**src/rtl/fb_pkg.sv**
```systemverilog
package fb_pkg;
  // Reciprocal model: full-scale unsigned word divided by the table index
  function automatic logic [15:0] recip_of(input int idx);
    if (idx == 0) return 16'hFFFF;
    return 16'(65535 / idx);
  endfunction
endpackage

```
**src/rtl/fb_recip_rom.sv**
```systemverilog
module fb_recip_rom #(
  parameter int AW = 8,
  parameter int DW = 16
) (
  input  logic          clk,
  input  logic [AW-1:0] addr,
  output logic [DW-1:0] data
);
  localparam int DEPTH = 1 << AW;
  logic [DW-1:0] mem [0:DEPTH-1];

  initial begin
    for (int i = 0; i < DEPTH; i++) mem[i] = DW'(fb_pkg::recip_of(i));
  end

  always_ff @(posedge clk) data <= mem[addr];
endmodule

```
**src/rtl/fb_norm_gain.sv**
```systemverilog
module fb_norm_gain #(
  parameter int SAMPLE_W = 14,
  parameter int RECIP_W  = 16,
  parameter int LUT_AW   = 8,
  parameter int GAIN_W   = 3,
  parameter int OUT_W    = 16,
  parameter int FRAC     = 14
) (
  input  logic                clk,
  input  logic                rst,
  input  logic                valid_in,
  input  logic [SAMPLE_W-1:0] diff_in,
  input  logic [SAMPLE_W-1:0] sum_in,
  input  logic [GAIN_W-1:0]   gain_in,
  output logic                valid_out,
  output logic [OUT_W-1:0]    gained_out
);
  localparam int PROD_W = SAMPLE_W + RECIP_W + 1;

  // stage 1: capture, magnitude of sum
  logic [SAMPLE_W-1:0] sum_mag;
  logic                v1, v2, v3;
  logic [SAMPLE_W-1:0] d1, d2;
  logic [GAIN_W-1:0]   g1, g2, g3;
  logic [LUT_AW-1:0]   idx1;
  logic [RECIP_W-1:0]  recip2;
  logic signed [PROD_W-1:0] prod3;
  logic [OUT_W-1:0]    pos3;

  always_comb sum_mag = sum_in[SAMPLE_W-1] ? (~sum_in + 1'b1) : sum_in;

  always_ff @(posedge clk) begin
    if (rst) begin
      v1 <= 1'b0; v2 <= 1'b0; v3 <= 1'b0; valid_out <= 1'b0;
    end else begin
      v1 <= valid_in; v2 <= v1; v3 <= v2; valid_out <= v3;
    end
  end

  always_ff @(posedge clk) begin
    d1   <= diff_in;
    g1   <= gain_in;
    idx1 <= sum_mag[SAMPLE_W-1 -: LUT_AW];
  end

  // stage 2: reciprocal lookup (registered read)
  fb_recip_rom #(.AW(LUT_AW), .DW(RECIP_W)) u_rom (
    .clk (clk),
    .addr(idx1),
    .data(recip2)
  );

  always_ff @(posedge clk) begin
    d2 <= d1;
    g2 <= g1;
  end

  // stage 3: signed x unsigned product
  always_ff @(posedge clk) begin
    prod3 <= PROD_W'($signed(d2)) * $signed({1'b0, recip2});
    g3    <= g2;
  end

  // stage 4: scale down and gain by shift, wrapping to OUT_W
  always_comb pos3 = prod3[FRAC +: OUT_W];

  always_ff @(posedge clk) gained_out <= pos3 << g3;

  p_pipe_latency_r2: assert property (@(posedge clk) disable iff (rst)
    valid_in |-> ##4 valid_out);
  p_pipe_quiet_r9: assert property (@(posedge clk) disable iff (rst)
    !v3 |=> !valid_out);
endmodule

```
**src/rtl/fb_dac_hold.sv**
```systemverilog
module fb_dac_hold #(
  parameter int OUT_W       = 16,
  parameter int HOLD_CYCLES = 31
) (
  input  logic             clk,
  input  logic             rst,
  input  logic             train_start,
  input  logic             valid_in,
  input  logic [OUT_W-1:0] gained_in,
  output logic [OUT_W-1:0] dac_out,
  output logic             dac_update,
  output logic             dac_active
);
  localparam int TW = $clog2(HOLD_CYCLES + 1);
  localparam logic [TW-1:0] HOLD_T = TW'(HOLD_CYCLES);

  logic [OUT_W-1:0] loop_q;
  logic [OUT_W-1:0] corr;
  logic [TW-1:0]    timer_q;

  always_comb corr = gained_in + loop_q;

  always_ff @(posedge clk) begin
    if (rst || train_start) loop_q <= '0;
    else if (valid_in)      loop_q <= corr;
  end

  always_ff @(posedge clk) begin
    if (rst) begin
      dac_out    <= '0;
      timer_q    <= '0;
      dac_update <= 1'b0;
    end else begin
      dac_update <= valid_in;
      if (valid_in) begin
        dac_out <= corr;
        timer_q <= HOLD_T;
      end else if (timer_q != '0) begin
        timer_q <= timer_q - 1'b1;
        if (timer_q == TW'(1)) dac_out <= '0;
      end
    end
  end

  always_comb dac_active = (timer_q != '0);

  p_loop_clear_r7: assert property (@(posedge clk) disable iff (rst)
    train_start |=> loop_q == '0);
  p_idle_zero_r8: assert property (@(posedge clk) disable iff (rst)
    !dac_active |-> dac_out == '0);
  p_hold_stable_r9: assert property (@(posedge clk) disable iff (rst)
    (!valid_in && timer_q > TW'(1)) |=> $stable(dac_out));
  p_timer_bound_r10: assert property (@(posedge clk) disable iff (rst)
    timer_q <= HOLD_T);
  p_update_active_r8: assert property (@(posedge clk) disable iff (rst)
    dac_update |-> dac_active);
endmodule

```
**src/rtl/pos_fb_corrector.sv**
```systemverilog
module pos_fb_corrector #(
  parameter int SAMPLE_W    = 14,
  parameter int RECIP_W     = 16,
  parameter int LUT_AW      = 8,
  parameter int GAIN_W      = 3,
  parameter int OUT_W       = 16,
  parameter int FRAC        = 14,
  parameter int HOLD_CYCLES = 31
) (
  input  logic                clk,
  input  logic                rst,
  input  logic                train_start,
  input  logic                sample_valid,
  input  logic [SAMPLE_W-1:0] diff_in,
  input  logic [SAMPLE_W-1:0] sum_in,
  input  logic [GAIN_W-1:0]   gain_sel,
  output logic [OUT_W-1:0]    dac_out,
  output logic                dac_update,
  output logic                dac_active
);
  logic             ng_valid;
  logic [OUT_W-1:0] ng_gained;

  fb_norm_gain #(
    .SAMPLE_W(SAMPLE_W), .RECIP_W(RECIP_W), .LUT_AW(LUT_AW),
    .GAIN_W(GAIN_W), .OUT_W(OUT_W), .FRAC(FRAC)
  ) u_norm (
    .clk       (clk),
    .rst       (rst),
    .valid_in  (sample_valid),
    .diff_in   (diff_in),
    .sum_in    (sum_in),
    .gain_in   (gain_sel),
    .valid_out (ng_valid),
    .gained_out(ng_gained)
  );

  fb_dac_hold #(.OUT_W(OUT_W), .HOLD_CYCLES(HOLD_CYCLES)) u_hold (
    .clk        (clk),
    .rst        (rst),
    .train_start(train_start),
    .valid_in   (ng_valid),
    .gained_in  (ng_gained),
    .dac_out    (dac_out),
    .dac_update (dac_update),
    .dac_active (dac_active)
  );

  p_update_latency_r2: assert property (@(posedge clk) disable iff (rst)
    sample_valid |-> ##5 dac_update);
endmodule

```
**config.mk**
```make
export PLATFORM = sky130hd
export DESIGN_NAME = pos_fb_corrector
export DESIGN_NICKNAME = d
export VERILOG_FILES = /design/src/rtl/fb_pkg.sv /design/src/rtl/fb_recip_rom.sv /design/src/rtl/fb_norm_gain.sv /design/src/rtl/fb_dac_hold.sv /design/src/rtl/pos_fb_corrector.sv
export SDC_FILE = /design/constraint.sdc
export NUM_CORES = 1
export LEC_CHECK = 0
export BUFFER_PORTS_ARGS = -buffer_cell sky130_fd_sc_hd__buf_2
export CORE_ASPECT_RATIO = 0.9
export CORE_MARGIN = 5
export CORE_UTILIZATION = 50
export DETAILED_ROUTE_END_ITERATION = 10
export HOLD_SLACK_MARGIN = 0.06
export PLACE_DENSITY_LB_ADDON = 0.3
export SLEW_MARGIN = 40
export SYNTH_ARGS = -nofsm -noshare
export SYNTH_HDL_FRONTEND = slang
export SYNTH_SLANG_ARGS = --single-unit
```
**constraint.sdc**
```tcl
create_clock -name clk -period 15.9 [get_ports clk]
set_clock_uncertainty 0.05 [all_clocks]
set_input_delay 3.18 -clock clk [delete_from_list [all_inputs] [get_ports clk]]
set_output_delay 3.18 -clock clk [all_outputs]
set_load 0.005 [all_outputs]
```
==> metrics.txt, run 1 <==
outcome complete, no violations; placed cell area 15,000 um2; Congestion Overflow GR 0; Post-CTS Setup Bufs 0; post-route ant nets 0; sequential-to-total area share from yosys stat 18.5%; Resized Gates After CTS 0; RSZ-0062 raised after global routing no; Worst-Skew Late Latency 420 ps; Remaining DRCs 0; synth unique cells 78; hpwl dp between 20 and 30 mm; endpoint class of the critical path flip-flop; routability cong. 0.975; # port buffers 52; Filler cells 2,704; CTS H-tree depth 4; CP Data Required Time 16,150 ps; crit start category flip-flop; Clock Sinks 135; CTS Buf Count 17; Post-synth top flop dfxtp_1; core area 28,900 um2; pre-CTS setup slack 9720 ps; Max-slew headroom 43.3%; Area growth, synth to finish 6.60%; drt pass-1 iters 6; initial antenna violation count 0; Total GRT Usage 23.5%; Initial Util 50.6%; Final Hold Vio Count 0; largest net degree at the start of global routing 80; commonest non-fill, non-tap cells in the layout 200 x nand2_1, 197 x inv_1, 166 x fa_1, 135 x ha_1, 130 x dfxtp_1; ANT cells 0; Synth Net Count 2,024; Yosys top cell area share 22.7%; Max FO, Critical Path 16; number of synthesized flops with an enable pin 0; total negative slack 0 ps; die height 172 um; CTS tree built; DIE WIDTH 190 um; Worst Tran Pin Value 850 ps; Vias 12,000; fmax approximately 0.16 GHz; Wirelength per Cell between 15 and 20 um; mapped cell area around 15,000 um2; fin crit share 39.2%; asr flop ratio synth 0%; Iter 0 DRT Violations approximately 1,200; layout cells sized above 1 7.87%; post-synth top area cell fa_1; post-route cell area around 16,000 um2; setup violators final 0; Nets 2,000; global-route wire length before repair 62.3 mm; num rows between 50 and 60; Hold Path Class flip-flop to flip-flop; CTS Hold Bufs 0; Arr. time, crit path 6480 ps; commonest non-fill, non-tap cell in the layout nand2_1; Synth area leaders fa_1 23%, dfxtp_1 19%, ha_1 12%; deepest clock path buffer count 2; IO Count 53; CTS clk-pin slew, worst paths 70 ps; Synth Instances 1,688; final wirelength 37.5 mm; Max Cap Viol 0; mean post-synth cell area 8.65 um2; Clock Root Buffer clkbuf_16; fin. max-slew vios 0; PnR worst setup slack between 9000 and 10,000 ps; minimum clock period 6230 ps; number of global-route vias before repair 12,000; #FFs+latches synth ~140; Die ar. 32,700 um2; YS warnings 0; critical path class flip-flop to flip-flop; post-DR vias/cell 5.79
logic make-up after synthesis:
family,after synthesis,share of synthesized area (%)
fa+ha+maj,301,34.3
buf+inv,304,8.08
xor+xnor,42,2.62
compound gates,369,16.5
mux,43,3.53
flops,135,18.5
simple gates,494,16.4
state kept, by name (all words and copies together) (netlist names), 3 cells and up:
signal	count
u_norm.u_rom.data	16
u_hold.dac_out	16
u_norm.idx1	8
u_norm.g1	3
u_norm.gained_out	16
u_norm.prod3	16
u_hold.timer_q	5
u_norm.d2	14
u_hold.loop_q	16
u_norm.g2	3
u_norm.g3	3
u_norm.d1	14
cells in the mapped netlist, types with 12 or more instances:
master and number:
clkbuf_1 66, and2_1 120, o211ai_1 26, nand2b_1 21, mux2i_1 29, nand2_1 200
nand3_1 20, o21ai_0 86, a31oi_1 19, a21o_1 13, nor2_1 68, buf_2 28
a211oi_1 22, dfxtp_1 135, ha_1 135, nor2b_1 20, fa_1 166, nor3_1 12
a21oi_1 95, xnor2_1 36, inv_1 198
critical path, stage by stage, from the launching register on:
cell and delay (ps):
dfxtp_1 470, and2_1 280, fa_1 530, inv_1 50
fa_1 480, inv_1 50, fa_1 490, inv_1 50
fa_1 520, inv_1 50, fa_1 490, fa_1 410
ha_1 300, a21oi_1 240, o21ai_0 180, a211oi_1 310
o211ai_1 250, a211oi_1 600, o21bai_1 170, xnor2_1 150
path summary, 6_finish.rpt:
check,start,endpoint,slack [ps],cells after the start
hold / removal,u_norm.g1[2]$_DFF_P_,u_norm.g2[2]$_DFF_P_,270,0
setup / recovery,u_norm.d2[2]$_DFF_P_,u_norm.prod3[29]$_DFF_P_,9670,19
hold reg to reg,u_norm.g1[2]$_DFF_P_,u_norm.g2[2]$_DFF_P_,270,0
setup reg to reg,u_norm.d2[2]$_DFF_P_,u_norm.prod3[29]$_DFF_P_,9670,19
layout make-up:
cell class                      count  area, um2  share of cell area [%]
Clock buffer                       18        429                    2.76
Clock inverter                     14        139                   0.892
Multi-Input combinational cell   1249      10700                    68.9
Inverter                          201        754                    4.84
Sequential cell                   135       2710                    17.4
Tap cell                          396        495                    3.18
Timing Repair Buffer               60        320                    2.06
layer usage:
| metal | vias up | GRT usage (%) | routed length [um] |
|---|---|---|---|
| met2 | 536 | 36.6 | 16900 |
| met5 | - | 0 | 0 |
| met1 | 5807 | 34.1 | 16800 |
| met3 | 62 | 3.82 | 3000 |
| li1 | 5604 | - | - |
| met4 | 0 | 6.68 | 845 |
through the flow:
step	instances	util [%]	hold WS (ps)
after CTS	2073	53.9	271
after floorplan	1688	-	260
after detailed placement	2041	52.0	263
after global placement	2041	52.0	261
final	2073	54.0	267
after global routing	2073	54.0	273
Power of run 1 is left out: the tool's default activity adds up to more than one toggle a clock period on the data nets, which glitch-free logic cannot reach.
==> run 2, diff against run 1 <==
Settings changed: ABC_AREA set to 1.
Clock period 15.9 ns to 6.3 ns, I/O delays scaled along.
==> run 2 against run 1 <==
  * Hold slack better by 3.0 ps
  * Register-to-register slack worse by 9000 ps
  * Final cell count up 24%
  * Non-clock buffer count up 3
  * Flip-flop and latch count unchanged
  * Wire length up 21%
  * Utilization up 0.14 points
  * Worst setup slack worse by 9000 ps
  * Die area up 3.3%
  * Critical path depth down 1
  * Critical endpoint is now u_norm.prod3[17]$_DFF_P_
==> metrics.txt, run 2 <==
Initial Util 50.6%; ANT cells 0; IO Count 53; Nets about 2,500; largest net degree at the start of global routing 43; die height 175 um; global-route wire length before repair approximately 74 mm; number of global-route vias before repair about 14,000; YS warnings 0; Max-slew headroom a little over two fifths; Max Cap Viol 0; core area approximately 30,000 um2; post-DR vias/cell between 5 and 6; grt met2 use 43.4%; M1 GR Usage 36.4%; Die ar. between 30,000 and 40,000 um2; #FFs+latches synth 135; CTS tree built; Max FO, Critical Path 16; sequential-to-total area share from yosys stat between 15 and 20%; Remaining DRCs 0; number of synthesized flops with an enable pin 0; initial antenna violation count 0; top-count cell post-synth nand2_1; Resized Gates After CTS 0; commonest non-fill, non-tap cells in the layout 621 x nand2_1, 418 x inv_1, 166 x fa_1, 135 x ha_1, 135 x dfxtp_1; layout cells sized above 1 around 5.8%; DIE WIDTH 193 um; Total GRT Usage a little over a quarter; # port buffers 52; Worst Tran Pin Value 858 ps; endpoint class of the critical path flip-flop; Synth area leaders fa_1 22%, dfxtp_1 18%, nand2_1 15%; Vias 14,000; CTS clk-pin slew, worst paths 80 ps; outcome complete, no violations; Filler cells 2,972; mean post-synth cell area 6.98 um2; gr busiest metal met2; critical path class flip-flop to flip-flop; total negative slack 0 ps; synth unique cells between 40 and 50; CP Data Required Time about 6600 ps; Area growth, synth to finish 6.87%; asr flop ratio synth 0%; routability cong. 0.978; RSZ-0062 raised after global routing no; Iter 0 DRT Violations 1,603; fin. max-slew vios 0; Arr. time, crit path 5970 ps; crit start category flip-flop; drt pass-1 iters 6; post-synth top area cell fa_1; hpwl dp ~35 mm; CTS Hold Bufs 0; met3 usage 4.84%; fin crit share approximately nine tenths; CTS H-tree depth 4; setup violators final 0; CTS Buf Count 17; final wirelength 45.4 mm; post-route ant nets 0; Post-CTS Setup Bufs 0; Synth Instances 2,167; mapped cell area roughly 15,000 um2; minimum clock period between 5000 and 6000 ps; num rows 60; Worst-Skew Late Latency 440 ps; fmax 0.177 GHz; Post-synth top flop dfxtp_1; Clock Root Buffer clkbuf_16; Congestion Overflow GR 0; Hold Path Class flip-flop to flip-flop; Clock Sinks about 140; deepest clock path buffer count 2; Wirelength per Cell 17.6 um; Commonest cells post-synth 621 x nand2_1, 419 x inv_1, 166 x fa_1; Final Hold Vio Count 0; commonest non-fill, non-tap cell in the layout nand2_1; Synth Net Count 2,503; Yosys top cell area share roughly 22%
-- run 2: path summary, 6_finish.rpt --
kind                             start                       end  slack [ps]  cells after the start
hold / removal    u_norm.d1[3]$_DFF_P_      u_norm.d2[3]$_DFF_P_         270                      0
setup / recovery  u_norm.d2[8]$_DFF_P_  u_norm.prod3[17]$_DFF_P_         640                     18
hold reg to reg   u_norm.d1[3]$_DFF_P_      u_norm.d2[3]$_DFF_P_         270                      0
setup reg to reg  u_norm.d2[8]$_DFF_P_  u_norm.prod3[17]$_DFF_P_         640                     18
-- run 2: through the flow --
step	worst slack, ps	utilization [%]	cells	cell area [um2]	hold WS [ps]
2_1_floorplan	1120	-	2167	15100	260
3_3_place_gp	664	52.1	2544	15600	261
3_5_place_dp	703	52.1	2544	15600	262
4_1_cts	672	54.1	2576	16200	268
5_1_grt	316	54.1	2576	16200	280
6_report	639	54.1	2576	16200	270
-- run 2: critical path: stages (launching register included) --
cell and delay (ps):
dfxtp_1 800, nand2_1 200, fa_1 590, inv_1 60, fa_1 550, fa_1 440, fa_1 470, fa_1 490
inv_1 50, fa_1 470, inv_1 40, ha_1 330, nand2_1 100, nor2_1 250, inv_1 130, nor3_1 230
nand2_1 80, nand2_1 70, xor2_1 190
-- run 2: cell type report --
class	instances	area, um2	area share, %
clock buffer	17	425	2.63
multi-input combinational	1517	10400	64.5
timing repair buffer	63	343	2.12
tap	403	504	3.12
sequential	135	2700	16.7
clock inverter	15	163	1.01
inverter	426	1600	9.89
-- run 2: routing by layer --
metal / wire, um / vias to the layer above
li1: - / 6625
met1: 19300 / 6581
met2: 20500 / 703
met3: 3860 / 119
met4: 1690 / 0
met5: 0 / -
-- run 2: cell families (layout without fill, tap and decap cells) --
logic type	count (synthesis)	in the layout	share of synthesized area (%)
compound gates	256	256	9.09
mux	5	5	0.331
simple gates	937	937	25.3
xor+xnor	18	18	1.04
flops	135	135	17.9
buf+inv	515	521	13.2
fa+ha+maj	301	301	33.1
Power of run 2 is left out for the same reason.
